### src/rtl/fault_ring_pkg.sv
package fault_ring_pkg;
   localparam int WORD_W       = 32;
   localparam int REC_WORDS    = 4;
   localparam int FLAG_BIT     = 31;
   localparam int PAYLOAD_W    = REC_WORDS * WORD_W - 1;
   localparam int STS_OVF_BIT  = 0;
   localparam int STS_PEND_BIT = 1;
   localparam int STS_IDX_LSB  = 8;
   localparam int ADDR_STATUS  = 0;
   localparam int ADDR_CAP     = 1;
   localparam int REC_BASE     = 4;
   localparam int MAX_REC      = 64;
endpackage

### src/rtl/fault_ring_store.sv
module fault_ring_store
   import fault_ring_pkg::*;
#(
   parameter int NUM_REC = 4,
   localparam int IDX_W = $clog2(NUM_REC)
) (
   input  logic                 clk,
   input  logic                 rst_n,
   input  logic                 wr_en,
   input  logic [IDX_W-1:0]     wr_idx,
   input  logic [PAYLOAD_W-1:0] wr_payload,
   input  logic [NUM_REC-1:0]   clr_vec,
   output logic [NUM_REC-1:0]   valid_o,
   output logic [PAYLOAD_W-1:0] payload_o [NUM_REC]
);
   for (genvar s = 0; s < NUM_REC; s++) begin : g_slot
      logic                 hit;
      logic                 vld_q;
      logic [PAYLOAD_W-1:0] pay_q;

      assign hit = wr_en && (wr_idx == IDX_W'(s));

      // the clear is applied first, so a same-cycle write wins
      always_ff @(posedge clk) begin
         if (!rst_n) begin
            vld_q <= 1'b0;
            pay_q <= '0;
         end else begin
            if (hit) begin
               vld_q <= 1'b1;
               pay_q <= wr_payload;
            end else if (clr_vec[s]) begin
               vld_q <= 1'b0;
            end
         end
      end

      assign valid_o[s]   = vld_q;
      assign payload_o[s] = pay_q;
   end
endmodule

### src/rtl/fault_ring_ctrl.sv
module fault_ring_ctrl
   import fault_ring_pkg::*;
#(
   parameter int NUM_REC = 4,
   localparam int IDX_W = $clog2(NUM_REC)
) (
   input  logic               clk,
   input  logic               rst_n,
   input  logic               flt_valid,
   input  logic [NUM_REC-1:0] valid_i,
   input  logic [NUM_REC-1:0] clr_vec,
   input  logic               sts_wr,
   input  logic               ovf_w1c,
   output logic               rec_en,
   output logic [IDX_W-1:0]   wr_idx,
   output logic               ovf,
   output logic               pend,
   output logic [IDX_W-1:0]   first_idx,
   output logic               irq
);
   logic             slot_busy;
   logic             drop;
   logic [IDX_W-1:0] idx_next;
   logic             out_q;
   logic             out_eff;

   // busy only if the indexed slot stays valid after this cycle's clear
   assign slot_busy = valid_i[wr_idx] && !clr_vec[wr_idx];
   assign rec_en    = flt_valid && !slot_busy;
   assign drop      = flt_valid && slot_busy;
   assign pend      = |valid_i;
   assign out_eff   = out_q && !sts_wr;

   if ((NUM_REC & (NUM_REC - 1)) == 0) begin : g_wrap_pow2
      assign idx_next = wr_idx + IDX_W'(1);
   end else begin : g_wrap_cmp
      assign idx_next = (wr_idx == IDX_W'(NUM_REC - 1)) ? '0 : wr_idx + IDX_W'(1);
   end

   always_ff @(posedge clk) begin
      if (!rst_n) begin
         wr_idx    <= '0;
         ovf       <= 1'b0;
         first_idx <= '0;
         out_q     <= 1'b0;
         irq       <= 1'b0;
      end else begin
         if (rec_en) wr_idx <= idx_next;
         if (drop) ovf <= 1'b1;
         else if (ovf_w1c) ovf <= 1'b0;
         irq   <= rec_en && !out_eff;
         out_q <= out_eff || rec_en;
         if (rec_en && !out_eff) first_idx <= wr_idx;
      end
   end
endmodule

### src/rtl/fault_ring_regs.sv
module fault_ring_regs
   import fault_ring_pkg::*;
#(
   parameter int NUM_REC = 4,
   localparam int IDX_W  = $clog2(NUM_REC),
   localparam int ADDR_W = $clog2(REC_BASE + REC_WORDS * NUM_REC),
   localparam int SLOT_W = ADDR_W - 2
) (
   input  logic                 reg_we,
   input  logic [ADDR_W-1:0]    reg_addr,
   input  logic [WORD_W-1:0]    reg_wdata,
   input  logic [NUM_REC-1:0]   valid_i,
   input  logic [PAYLOAD_W-1:0] payload_i [NUM_REC],
   input  logic                 ovf,
   input  logic                 pend,
   input  logic [IDX_W-1:0]     first_idx,
   output logic [WORD_W-1:0]    reg_rdata,
   output logic [NUM_REC-1:0]   clr_vec,
   output logic                 sts_wr,
   output logic                 ovf_w1c
);
   logic [ADDR_W-1:0] rel;
   logic [SLOT_W-1:0] slot_sel;
   logic [1:0]        word_sel;
   logic              rec_hit;
   logic              wdata_unused;
   logic [WORD_W-1:0] slot_words [NUM_REC][REC_WORDS];

   assign rel      = reg_addr - ADDR_W'(REC_BASE);
   assign slot_sel = rel[ADDR_W-1:2];
   assign word_sel = rel[1:0];
   assign rec_hit  = (reg_addr >= ADDR_W'(REC_BASE)) && (int'(slot_sel) < NUM_REC);
   assign sts_wr   = reg_we && (reg_addr == ADDR_W'(ADDR_STATUS));
   assign ovf_w1c  = sts_wr && reg_wdata[STS_OVF_BIT];
   assign wdata_unused = ^reg_wdata;

   for (genvar s = 0; s < NUM_REC; s++) begin : g_slot
      for (genvar w = 0; w < REC_WORDS - 1; w++) begin : g_word
         assign slot_words[s][w] = payload_i[s][w*WORD_W +: WORD_W];
      end
      assign slot_words[s][REC_WORDS-1] =
         {valid_i[s], payload_i[s][PAYLOAD_W-1 : (REC_WORDS-1)*WORD_W]};
      assign clr_vec[s] = reg_we && rec_hit && (slot_sel == SLOT_W'(s))
                          && (word_sel == 2'(REC_WORDS - 1)) && reg_wdata[FLAG_BIT];
   end

   always_comb begin
      reg_rdata = '0;
      if (reg_addr == ADDR_W'(ADDR_STATUS)) begin
         reg_rdata[STS_OVF_BIT]              = ovf;
         reg_rdata[STS_PEND_BIT]             = pend;
         reg_rdata[STS_IDX_LSB +: IDX_W]     = first_idx;
      end else if (reg_addr == ADDR_W'(ADDR_CAP)) begin
         reg_rdata = WORD_W'(NUM_REC);
      end else if (rec_hit) begin
         for (int s = 0; s < NUM_REC; s++) begin
            if (slot_sel == SLOT_W'(s)) reg_rdata = slot_words[s][word_sel];
         end
      end
   end
endmodule

### src/rtl/fault_ring.sv
module fault_ring
   import fault_ring_pkg::*;
#(
   parameter int NUM_REC = 4,
   localparam int IDX_W  = $clog2(NUM_REC),
   localparam int ADDR_W = $clog2(REC_BASE + REC_WORDS * NUM_REC)
) (
   input  logic                 clk,
   input  logic                 rst_n,
   input  logic                 flt_valid,
   input  logic [PAYLOAD_W-1:0] flt_payload,
   input  logic                 reg_we,
   input  logic [ADDR_W-1:0]    reg_addr,
   input  logic [WORD_W-1:0]    reg_wdata,
   output logic [WORD_W-1:0]    reg_rdata,
   output logic                 irq_o
);
   if (NUM_REC < 2 || NUM_REC > MAX_REC) begin : g_bad_depth
      $error("fault_ring: NUM_REC must lie in 2..64");
   end
   if (STS_IDX_LSB + IDX_W > FLAG_BIT) begin : g_bad_status
      $error("fault_ring: first-index field does not fit in the status word");
   end

   logic                 rec_en;
   logic [IDX_W-1:0]     wr_idx;
   logic [NUM_REC-1:0]   valid;
   logic [NUM_REC-1:0]   clr_vec;
   logic [PAYLOAD_W-1:0] payload [NUM_REC];
   logic                 sts_wr;
   logic                 ovf_w1c;
   logic                 ovf;
   logic                 pend;
   logic [IDX_W-1:0]     first_idx;

   fault_ring_store #(.NUM_REC(NUM_REC)) u_store (
      .clk        (clk),
      .rst_n      (rst_n),
      .wr_en      (rec_en),
      .wr_idx     (wr_idx),
      .wr_payload (flt_payload),
      .clr_vec    (clr_vec),
      .valid_o    (valid),
      .payload_o  (payload)
   );

   fault_ring_ctrl #(.NUM_REC(NUM_REC)) u_ctrl (
      .clk       (clk),
      .rst_n     (rst_n),
      .flt_valid (flt_valid),
      .valid_i   (valid),
      .clr_vec   (clr_vec),
      .sts_wr    (sts_wr),
      .ovf_w1c   (ovf_w1c),
      .rec_en    (rec_en),
      .wr_idx    (wr_idx),
      .ovf       (ovf),
      .pend      (pend),
      .first_idx (first_idx),
      .irq       (irq_o)
   );

   fault_ring_regs #(.NUM_REC(NUM_REC)) u_regs (
      .reg_we    (reg_we),
      .reg_addr  (reg_addr),
      .reg_wdata (reg_wdata),
      .valid_i   (valid),
      .payload_i (payload),
      .ovf       (ovf),
      .pend      (pend),
      .first_idx (first_idx),
      .reg_rdata (reg_rdata),
      .clr_vec   (clr_vec),
      .sts_wr    (sts_wr),
      .ovf_w1c   (ovf_w1c)
   );
endmodule

### config.mk
export PLATFORM = sky130hd
export DESIGN_NAME = fault_ring
export DESIGN_NICKNAME = d
export VERILOG_FILES = /design/src/rtl/fault_ring_pkg.sv /design/src/rtl/fault_ring_store.sv /design/src/rtl/fault_ring_ctrl.sv /design/src/rtl/fault_ring_regs.sv /design/src/rtl/fault_ring.sv
export SDC_FILE = /design/constraint.sdc
export NUM_CORES = 1
export LEC_CHECK = 0
export BUFFER_PORTS_ARGS = -buffer_cell sky130_fd_sc_hd__buf_2
export CAP_MARGIN = 20
export CORE_AREA = 5 5 256 258
export DETAILED_ROUTE_END_ITERATION = 7
export DIE_AREA = 0 0 261 263
export GPL_TIMING_DRIVEN = 0
export SLEW_MARGIN = 20
export SYNTH_ARGS = -nofsm -noshare
export SYNTH_HDL_FRONTEND = slang
export SYNTH_SLANG_ARGS = --single-unit
### constraint.sdc
create_clock -name clk -period 4.1 [get_ports clk]
set_input_delay 0.82 -clock clk [delete_from_list [all_inputs] [get_ports clk]]
set_output_delay 0.82 -clock clk [all_outputs]
set_load 0.01 [all_outputs]
=== After elaboration in Yosys (flattened, before gate mapping) ===
Index checks and enable logic that the tools add are counted.
Widths: inputs -> output; s select.

* Eq/ne operators: 8
* Div/mod/pow operators: 0
* Multipliers: 0
* Reductions and logical operators: 39
* Muxes and demuxes: 36
* Bitwise operators: 1
* Order comparisons: 4
* $add $sub $neg: 2
* Shift-type cells: 0

{| class="wikitable"
|+ Operator list
! cell !! number
|-
| $mux 32 || 14
|-
| $bmux 32 s2 || 4
|-
| $logic_and 1x1->1 || 25
|-
| $mux 22 || 1
|-
| $mux 1 || 12
|-
| $reduce_bool 2->1 || 5
|-
| $eq 2x2->1 const B || 3
|-
| $eq 3x2->1 const B || 2
|-
| $mux 6 || 1
|-
| $eq 5x1->1 const B || 1
|-
| $ge 5x3->1 const B || 1
|-
| $logic_not 5->1 || 1
|-
| $sub 5x3->5 const B || 1
|-
| $bmux 1 s2 || 2
|-
| $logic_not 1->1 || 4
|-
| $mux 2 || 2
|-
| $reduce_or 4->1 || 1
|-
| $eq 3x1->1 const B || 1
|-
| $ge 3x3->1 const B || 1
|-
| $logic_not 3->1 || 1
|-
| $lt 2x3->1 const B || 1
|-
| $lt 3x3->1 const B || 1
|-
| $not 2->3 || 1
|-
| $add 2x1->2 const B || 1
|-
| 3 further kinds || 3
|}

* Logic and storage cells: 103
* Latch bits: 0
* Bits in read-only memories: 0
* Memories kept: 0
* Output and inout port bits: 33
* Flip-flop bits (word level): 519
* Input port bits: 168
* Bits in writable memories: 0

=== Longest topological paths before layout ===
Gate-level depths: netlist of run 1.

* Depth in word-level cells: 15
* Depth in mapped cells: 8
* Depth with buffers taken out: 5

=== By module ===
A second synthesis of run 1 with hierarchy kept.

* Cells, all modules: 2127
* Area total of the unflattened synthesis: 23005.8 sq um

{| class="wikitable"
|+ By module, submodules not included
! module !! cells each !! instances !! area each (sq um) !! sequential area each (sq um)
|-
| fault_ring_store || 1798 || 1 || 18609.1 || 10249.8
|-
| fault_ring_regs || 295 || 1 || 4040.1 || 0.0
|-
| fault_ring_ctrl || 34 || 1 || 356.6 || 140.1
|}

=== Worst setup path before layout of run 1 ===
Ideal clock, no wire load.

* Path kind: input -> output
* Start: input port reg_addr[0]
* End: output port reg_rdata[31]
* Buffers on the path: 3
* Data required time: 3.280 ns
* Stages on the path: 6
* Setup slack: 0.997 ns
* Arrival: 2.283 ns
* Path through: buf_2 > buf_2 > buf_2 > mux4_2 > a22oi_1 > o22ai_1

* Word-level cells in the longest chain between the ends: 12
* Elaborated cells between the ends (all ways): 30
* Those cells by class: add/sub (1); order compare (2); eq/ne (4); mux (19); bitwise (1); reduce/logical (3)

{| class="wikitable"
|+ Ends and longest elaborated chain
! item !! RTL line !! source
|-
| start, declared || fault_ring.sv:13 || <nowiki>input logic [ADDR_W-1:0] reg_addr,</nowiki>
|-
| $sub 5x3->5 || fault_ring_regs.sv:29 || <nowiki>assign rel = reg_addr - ADDR_W'(REC_BASE);</nowiki>
|-
| $not 2->3 (not written as such) || fault_ring_regs.sv:57 || <nowiki>if (slot_sel == SLOT_W'(s)) reg_rdata = slot_words[s][word_sel];</nowiki>
|-
| $bmux 32 s2 || fault_ring_regs.sv:57 ||
|-
| $mux 32 (not written as such) (2 in series) || fault_ring_regs.sv:57 ||
|-
| $mux 32 (4 in series) || fault_ring_regs.sv:57 ||
|-
| $mux 32 || fault_ring_regs.sv:55 || <nowiki>end else if (rec_hit) begin</nowiki>
|-
| $mux 32 || fault_ring_regs.sv:53 || <nowiki>end else if (reg_addr == ADDR_W'(ADDR_CAP)) begin</nowiki>
|-
| $mux 22 (*) || fault_ring_regs.sv:49 || <nowiki>if (reg_addr == ADDR_W'(ADDR_STATUS)) begin</nowiki>
|-
| end, declared || fault_ring.sv:15 || <nowiki>output logic [WORD_W-1:0] reg_rdata,</nowiki>
|}

Mark *: on every way between the ends. The rest lies on a longest branch, timed or not. The select of a mux whose other input is x is not followed.

=== Final worst setup path of run 1 ===
* Start: input port reg_addr[1]
* End: output port reg_rdata[8]

* Word-level cells in the longest chain between the ends: 12
* Elaborated cells between the ends (all ways): 30
* Those cells by class: add/sub (1); order compare (2); eq/ne (4); mux (19); bitwise (1); reduce/logical (3)

{| class="wikitable"
|+ Ends and longest elaborated chain
! item !! RTL line
|-
| $sub 5x3->5 || fault_ring_regs.sv:29
|-
| $not 2->3 (not written as such) || fault_ring_regs.sv:57
|-
| $bmux 32 s2 || fault_ring_regs.sv:57
|-
| $mux 32 (not written as such) (2 in series) || fault_ring_regs.sv:57
|-
| $mux 32 (4 in series) || fault_ring_regs.sv:57
|-
| $mux 32 || fault_ring_regs.sv:55
|-
| $mux 32 || fault_ring_regs.sv:53
|-
| $mux 2 (*) || fault_ring_regs.sv:49
|}

Marked as above.

==> results.toml, run 1 <==
[pwr]
p_leak_nw = 9.86
p_per_area_nw_per_um2 = 458
vdd_ir_drop_max_mv = 0.339

[synth]
synth_edf_count = 0
yosysSeqAreaShare_pct = 43.9
ys_top_cells_by_area = "dfxtp_1 44%, mux2i_1 23%, mux4_2 12%"
synth_nets = 2315
ys_ff_latch = 519
netlist_instances = 2143
ys_async_sr_fraction_pct = 0
yosysWarningCount = 0
mappedNetlistArea_um2 = 23700
synth_top_cell_by_area = "dfxtp_1"
synth.most_common_cell = "nand2_1"
ys.flop_type = "dfxtp_1"
syn_area_per_cell_um2 = 11.0
synth_commonest_cells = "654 x nand2_1, 542 x mux2i_1, 519 x dfxtp_1, 128 x mux4_2, 92 x clkbuf_1"
yosys.area.top_type_share_pct = 43.9
yosysUniqueCellTypes = 39

[timing]
fin_crit_sh_pct = 98.1
clock_skew_ns = 0.0165
worst_pin_slew_ns = 1.25
slew_violations = 0
fmaxAchievable_mhz = 249
tns_ns = 0
hold_violations = 0
timing.final.ws_setup_ns = 0.0789
setup_viol = 0
hold_ws_ns = 0.454
grt_setup_unrepaired = "no"
slew-limit-headroom_pct = 16.4
finalCriticalPeriod_ns = 4.02

[route]
drc = 0
antenna_left = 0
vias_per_cell = 5.58
drt-pass1-iter-count = 5
vias = 18200
wl_per_cell_um = 27.6
wl_um = 89900
dr.first_iter.drc_count = 1685

[clock_tree]
htree_levels = 2
clk_pin_slew_ns = 0.06
cts_setup_buffers = 0
clock_sinks = 519
clock-root-buffer = "clkbuf_16"
cts-buffers-inserted = 55
clock_latency_ns = 0.61
cts_tree = "built"
clock_path_buffers = 3
cts_hold_buf = 0

[setup_path]
startpoint_type = "primary input"
worstPathArrival_ns = 3.20
crit_type = "primary input to output port"
worstSetupEndpointType = "output port"
r2r_cells = 5
cp.required_ns = 3.28
crit_fanout = 10
rrSetupSlack_ns = 1.75

[finish]
drive_gt1_share_pct = 20.0
nets = 2539
fin_cells = 3261
synthToLayoutAreaGrowth_pct = 16.0
final_core_util_pct = 43.8

[run_status]
outcome = "finished clean"

[global_route]
grt_max_degree = 15
grt_usage_pct = 25.2
grt_overflow = 0
grt_pass1_wl_um = 128000
grt_pass1_vias = 18700
antenna_found_initial = 3

[place]
dpl.hpwl_um = 61300
numPortBuffers = 166
routabilityCongestion = 0.915
preCtsSetupSlack_ns = -0.392
placed_cells = 3156

[floorplan]
design.core.area_um2 = 62700
rows = 92
start_util_pct = 37.7
io_pins = 201
die_w_um = 261
die_y_um = 263
fp.dieArea_um2 = 68600

[worst_hold_path]
whs_path_depth = 2
hold_path.class = "register to register"

[job]
drv_cap = 0
[per-layer routing]
metal,vias up,global-route usage (%),routed length (um)
met5,-,0,14
met4,2,10.5,3930
met3,195,5.40,8150
met2,908,40.4,41700
met1,9133,33.1,36100
li1,7951,-,-
[placed cells by master, fill, tap and decap left out, types with 2 or more instances in the layout]
cell type / instances
a21boi_0: 4
a21oi_1: 3
a22oi_1: 29
a31oi_1: 2
a31oi_4: 4
a41oi_1: 2
and2_1: 2
and3b_1: 2
and4bb_1: 2
buf_1: 2
buf_12: 52
buf_2: 186
buf_6: 5
bufinv_16: 5
clkbuf_1: 99
clkbuf_16: 56
clkbuf_2: 10
clkbuf_4: 3
clkbuf_8: 10
clkinv_2: 11
clkinvlp_4: 3
dfxtp_1: 519
diode_2: 2
ha_1: 4
inv_1: 5
mux2i_1: 542
mux4_2: 128
nand2_1: 654
nor2_1: 5
nor2b_1: 3
o211ai_1: 3
o211ai_4: 2
o21a_1: 5
o21ai_0: 7
o22ai_1: 25
o31a_1: 2
[stage by stage]
stage,cell area [um^2],power (mW)
2_1_floorplan,23700,6.79
3_3_place_gp,25600,7.43
3_5_place_dp,25600,7.47
4_1_cts,27400,12.6
5_1_grt,27500,12.9
6_report,27500,12.6
[final timing paths]
kind                                     from                           end
setup / recovery                  reg_addr[1]                  reg_rdata[8]
hold / removal    u_store.g_slot[1].pay_q[45]   u_store.g_slot[1].pay_q[45]
setup reg to reg             u_ctrl.wr_idx[0]  u_store.g_slot[1].pay_q[111]
hold reg to reg   u_store.g_slot[1].pay_q[45]   u_store.g_slot[1].pay_q[45]
[kinds of logic after synthesis]
kind of cell / synth area share (%)
compound gates: 3.10
flops: 43.9
fa+ha+maj: 0.212
buf+inv: 6.71
mux: 35.1
simple gates: 11.0
[registers in the layout (all words and copies together), names as in the netlist]
register / count
u_ctrl.first_idx: 2
u_ctrl.irq: 1
u_ctrl.out_q: 1
u_ctrl.ovf: 1
u_ctrl.wr_idx: 2
u_store.g_slot.pay_q: 508
u_store.g_slot.vld_q: 4
[report_power, final]
group / switching, mW / internal, mW / total, mW / leakage [nW]
clock network: 2.17 / 3.01 / 5.18 / 0.906
registers: 0.160 / 5.34 / 5.50 / 4.21
logic: 1.12 / 0.779 / 1.90 / 4.74
total: 3.45 / 9.13 / 12.6 / 9.86
[worst max-delay path: stages]
cell and delay (ns):
clkbuf_1 0.32, buf_2 0.52, buf_2 0.42, mux4_2 0.35
mux2i_1 0.30, o211ai_1 0.23, buf_2 0.22
[timing repair]
action                     CTS  global route
setup endpoints to repair   30            15
gates resized for setup     10             4
pin swaps                    0             0
[final cells by class]
type,count,area [um^2]
Fill cell,5989,35300
Multi-Input combinational cell,1442,11700
Sequential cell,519,10400
Clock buffer,82,1600
Buffer,176,1600
Tap cell,846,1060
Timing Repair Buffer,167,842
Clock inverter,21,253
Inverter,6,22.5
Antenna cell,2,5.00
No activity file was read; power rests on OpenSTA's default activity.
==> run 2: changes to the inputs <==
Settings changed: CORE_AREA 5 5 256 258 to 2 2 253 255, DIE_AREA 0 0 261 263 to 0 0 255 257.
==> run 2 against run 1 <==
Against the previous run: fmax down 0.45%; hold slack worse by 0.00088 ns; final cell count is 0.12% lower; flip-flop and latch count stayed put; combinational power hardly changed; sequential power is essentially flat; core utilization decreased by 0.056 points; global-route usage rose by 1.7 points; worst setup slack lost 0.018 ns; largest power group unchanged; highest routed layer is now met4.
==> results.toml, run 2 (same netlist as run 1, synthesis figures left out) <==
[global_route]
grt_pass1_vias = 18500
grt_overflow = 0
antenna_found_initial = 2
grt_usage_pct = 26.9
grt_pass1_wl_um = 127000
grt_max_degree = 14

[floorplan]
die_w_um = 255
die_y_um = 257
io_pins = 201
design.core.area_um2 = 62700
start_util_pct = 37.7
fp.dieArea_um2 = 65500
rows = 92

[route]
drt-pass1-iter-count = 6
vias_per_cell = 5.54
dr.first_iter.drc_count = 1878
antenna_left = 0
wl_um = 89400
drc = 0
vias = 18000
wl_per_cell_um = 27.4

[finish]
largest_reg_flops = 508
nFillCells = 5946
synthToLayoutAreaGrowth_pct = 15.9
final_area_um2 = 27400
drive_gt1_share_pct = 19.8
regMostFlops = "u_store.g_slot.pay_q"
layout_commonest_cell = "nand2_1"
nets = 2540
top_regs = "u_store.g_slot.pay_q (508), u_store.g_slot.vld_q (4)"
fin_cells = 3257
final_cell_mix = "654 x nand2_1, 542 x mux2i_1, 519 x dfxtp_1"

[pwr]
p_per_area_nw_per_um2 = 454
vdd_ir_drop_max_mv = 0.302
p_leak_nw = 9.85

[timing]
fin_crit_sh_pct = 98.5
slew_violations = 0
hold_violations = 0
slew-limit-headroom_pct = 17.3
grt_setup_unrepaired = "no"
fmaxAchievable_mhz = 248
clock_skew_ns = 0.0121
setup_viol = 0
worst_pin_slew_ns = 1.24
finalCriticalPeriod_ns = 4.04

[setup_path]
cpPeakStageDelay_ns = 0.39
worstSetupEndpointType = "output port"
cpMostUsedCell = "buf_2"
cp.required_ns = 3.28
critPathSlowestCell = "buf_2"
crit_fanout = 10
crit_chain = "buf_2, buf_2, buf_4, buf_2, mux4_2, a22oi_1, o22ai_1, buf_2"
crit_type = "primary input to output port"
worstPathArrival_ns = 3.22
startpoint_type = "primary input"

[clock_tree]
clock_latency_ns = 0.61
cts_tree = "built"
cts_hold_buf = 0
cts-buffers-inserted = 55
cts_setup_buffers = 0
clock-root-buffer = "clkbuf_16"
post_cts_resized = 10
clk_pin_slew_ns = 0.06
clock_sinks = 519
htree_levels = 2
clock_path_buffers = 3

[worst_hold_path]
hold_path.class = "register to register"

[place]
numPortBuffers = 166
routabilityCongestion = 0.904
dpl.hpwl_um = 61000
placed_cell_area_um2 = 25600
placed_cells = 3156

[job]
drv_cap = 0

[run_status]
outcome = "finished clean"
==> run 2: cell types whose count changed in the layout (fill, tap and decap cells not counted), sizes merged <==
cell,change
clkinvlp,-3
clkinv,-7
clkbuf,+9
buf,+2
bufinv,-4
diode,-1
==> run 2: metrics by stage <==
step	hold slack [ns]	utilization (%)	setup TNS (ns)	worst slack, ns	power [mW]
2_1_floorplan	0.430	-	0	0.997	6.79
3_3_place_gp	0.439	40.7	-5.90	-0.367	7.43
3_5_place_dp	0.443	40.8	-5.44	-0.371	7.47
4_1_cts	0.454	43.7	0	0.0109	12.4
5_1_grt	0.464	43.7	0	0.00273	12.8
6_report	0.453	43.7	0	0.0607	12.5
==> run 2: layout make-up <==
class                           instances  area (um^2)  share of cell area [%]
Multi-Input combinational cell       1442        11700                    42.6
Buffer                                176         1600                    5.82
Sequential cell                       519        10400                    37.9
Tap cell                              846         1060                    3.86
Antenna cell                            1         2.50                 0.00912
Clock buffer                           92         1750                    6.37
Clock inverter                          7         63.8                   0.233
Timing Repair Buffer                  168          850                    3.10
Inverter                                6         22.5                  0.0821
==> run 2: critical path: cells and delay by family <==
family                 cells  cell delay [ns]
AOI/OAI and AO/OA          2             0.47
buffers and inverters      5             1.54
muxes                      1             0.36
==> run 2: path summary, 6_finish.rpt <==
| kind | start | end | slack [ns] | cells past startpoint |
|---|---|---|---|---|
| min reg2reg | u_store.g_slot[1].pay_q[65] | u_store.g_slot[1].pay_q[65] | 0.45 | 2 |
| max reg2reg | u_ctrl.wr_idx[0] | u_store.g_slot[2].pay_q[115] | 1.76 | 5 |
| max | reg_addr[0] | reg_rdata[11] | 0.06 | 8 |
| min | u_store.g_slot[1].pay_q[65] | u_store.g_slot[1].pay_q[65] | 0.45 | 2 |
==> run 2: where the power goes <==
part / internal (mW) / total, mW / switching, mW / leakage [nW]
clock network: 2.94 / 5.06 / 2.11 / 0.896
registers: 5.34 / 5.50 / 0.161 / 4.21
logic: 0.780 / 1.90 / 1.12 / 4.74
==> run 2: routing by layer <==
metal / up-vias / wire [um] / GRT usage [%] / part of all wire [%]
met5: - / 0 / 0 / 0
met4: 0 / 3830 / 11.4 / 4.3
li1: 7937 / - / - / -
met2: 853 / 40700 / 42.3 / 46
met1: 9047 / 37300 / 35.3 / 42
met3: 196 / 7520 / 6.53 / 8.4
==> run 3: changes to the inputs <==
Settings changed: CORE_AREA 2 2 253 255 to 2 2 250 252, DIE_AREA 0 0 255 257 to 0 0 252 254, SYNTH_HIERARCHICAL set to 1.
==> run 3 against run 2 <==
Against the previous run: flip-flop and latch count is the same; highest routed layer is now met5; critical path depth shrank 2; via count is essentially flat; sequential power shrank 0.9%; clock-buffer cell count shrank 18; die area shrank 2.3%; register-to-register slack is essentially flat; final cell count shrank 2.2%; wire length shrank 2.7%.
==> results.toml, run 3 <==
[run_status]
outcome = "finished clean"

[clock_tree]
clock-root-buffer = "clkbuf_16"
cts_setup_buffers = 0
clock_path_buffers = 3
clk_pin_slew_ns = 0.06
clock_latency_ns = 0.62
clock_sinks = 519
cts_tree = "built"
htree_levels = 2
cts-buffers-inserted = 55

[global_route]
grt_max_degree = 15
grt_pass1_vias = 18300
grt_pass1_wl_um = 124000
antenna_found_initial = 4
grt_usage_pct = 26.9
grt_overflow = 0

[pwr]
fin_total_pwr_mw = 12.3
vdd_ir_drop_max_mv = 0.323
p_per_area_nw_per_um2 = 461
p_leak_nw = 12.6

[synth]
synthSimpleGateAreaFrac_pct = 12.2
ys_ff_latch = 519
synth_edf_count = 0
ys_top_cells_by_area = "dfxtp_1 45%, mux2i_1 23%, mux4_2 12%"
synth_commonest_cells = "651 x nand2_1, 519 x dfxtp_1, 519 x mux2i_1, 122 x mux4_2, 57 x buf_2"
synth-adder-area-share_pct = 0
mappedNetlistArea_um2 = 23000
synth_top_family_by_area = "multiplexers"
yosys-mux-area-fraction_pct = 34.7
yosysUniqueCellTypes = 51
synth_compound_area_share_pct = 3.13
synth_nets = 2295
yosys.area_share.xor_xnor_pct = 0.0381
netlist_instances = 2127
ys.flop_type = "dfxtp_1"
synth_top_cell_by_area = "dfxtp_1"
yosysWarningCount = 6
yosys.area.top_type_share_pct = 45.2
syn_area_per_cell_um2 = 10.8
ys_async_sr_fraction_pct = 0
yosysSeqAreaShare_pct = 45.2
synth.most_common_cell = "nand2_1"

[finish]
multiInputGateArea_um2 = 11500
nets = 2517
nFillCells = 5857
top_regs = "u_store/g_slot.pay_q (508), u_store/g_slot.vld_q (4)"
synthToLayoutAreaGrowth_pct = 16.1
drive_gt1_share_pct = 21.8
regArea_um2 = 10400
final_area_um2 = 26700
largest_reg_flops = 508
regMostFlops = "u_store/g_slot.pay_q"
final_cell_mix = "651 x nand2_1, 519 x mux2i_1, 519 x dfxtp_1"
layout_commonest_cell = "nand2_1"
final_core_util_pct = 43.6

[floorplan]
start_util_pct = 37.6
io_pins = 201
rows = 91
die_w_um = 252
fp.dieArea_um2 = 64000
design.core.area_um2 = 61300
die_y_um = 254

[timing]
fmaxAchievable_mhz = 244
setup_viol = 0
fin_crit_sh_pct = 99.9
hold_violations = 0
clock_skew_ns = 0.0182
tns_ns = 0
slew_violations = 0
finalCriticalPeriod_ns = 4.09
slew-limit-headroom_pct = 25.4
grt_setup_unrepaired = "no"
worst_pin_slew_ns = 1.12
hold_ws_ns = 0.457

[place]
numPortBuffers = 165
placed_cell_area_um2 = 24800
routabilityCongestion = 0.891
dpl.hpwl_um = 59800

[route]
vias = 18000
wl_per_cell_um = 27.3
dr.first_iter.drc_count = 1799
drt-pass1-iter-count = 5
antenna_left = 0
wl_um = 87000
vias_per_cell = 5.66
drc = 0

[setup_path]
cp.required_ns = 3.28
worstPathArrival_ns = 3.27
worstSetupEndpointType = "output port"
startpoint_type = "primary input"
crit_fanout = 10
crit_type = "primary input to output port"

[job]
drv_cap = 0

[worst_hold_path]
hold_path.class = "register to register"
## run 3: cell count changes in the layout (fill, tap and decap cells not counted), moves of 11 or more
cell	previous run	this run
a221o_1	0	27
o22ai_1	25	0
buf_4	3	48
a22oi_1	29	0
mux2i_1	542	519
buf_2	185	222
clkbuf_1	100	55
clkbuf_8	19	8
a22o_1	0	31
buf_6	5	22
buf_12	52	0
## run 3: per-stage QoR
step,instances,setup WS (ns)
floorplan,2127,0.863
global placement,3082,-0.176
detailed placement,3082,-0.217
CTS,3182,0.0387
global route,3184,0.0522
finish,3185,0.00562
## run 3: final timing paths
path / from / endpoint / slack, ns / cells past startpoint
max reg2reg: u_ctrl/wr_idx[1] / u_store/g_slot[0].pay_q[104] / 1.75 / 7
min: u_store/g_slot[1].pay_q[43] / u_store/g_slot[1].pay_q[43] / 0.46 / 2
max: reg_addr[4] / reg_rdata[27] / 0.006 / 6
min reg2reg: u_store/g_slot[1].pay_q[43] / u_store/g_slot[1].pay_q[43] / 0.46 / 2
## run 3: area by class of cell
class / count / area share, %
inverters: 1 / 0.0141
multi-input cells: 1428 / 43.2
well taps: 790 / 3.70
clock buffers: 74 / 5.72
repair buffers: 165 / 3.09
plain buffers: 179 / 4.09
diodes: 3 / 0.0281
flip-flops and latches: 519 / 38.9
clock inverters: 26 / 1.29
## run 3: repair_timing
item / CTS / global route
endpoints found under the setup margin: 11 / 5
resized for setup: 2 / 5
hold buffers: 0 / 0
## run 3: routing by layer
| metal | vias up | global-route usage [%] | part of all wire, % |
|---|---|---|---|
| met3 | 206 | 3.63 | 7.7 |
| met1 | 9052 | 35.1 | 41 |
| li1 | 7897 | - | - |
| met5 | - | 0 | 0.031 |
| met2 | 864 | 44.7 | 47 |
| met4 | 4 | 11.4 | 4.4 |
## run 3: critical path, stage by stage
cell and delay (ns):
buf_2 0.18, nor3b_2 0.77, clkbuf_1 0.84, a22o_1 0.30, a221o_1 0.19, buf_2 0.16
## run 3: cells by family (layout without fill, tap and decap cells)
logic type,Yosys count,count (layout)
AOI/OAI and AO/OA,83,83
xor gates and xnor gates,1,1
buffers and inverters,180,445
DFF,519,519
muxes,645,645
other,0,3
and+or+nand+nor,699,699
## run 3: power breakdown
group | internal (mW) | leakage (nW) | switching, mW | total [mW]
clock | 3.11 | 0.934 | 2.13 | 5.24
combinational | 0.620 | 7.48 | 0.983 | 1.60
sequential | 5.31 | 4.21 | 0.144 | 5.45
total | 9.04 | 12.6 | 3.26 | 12.3
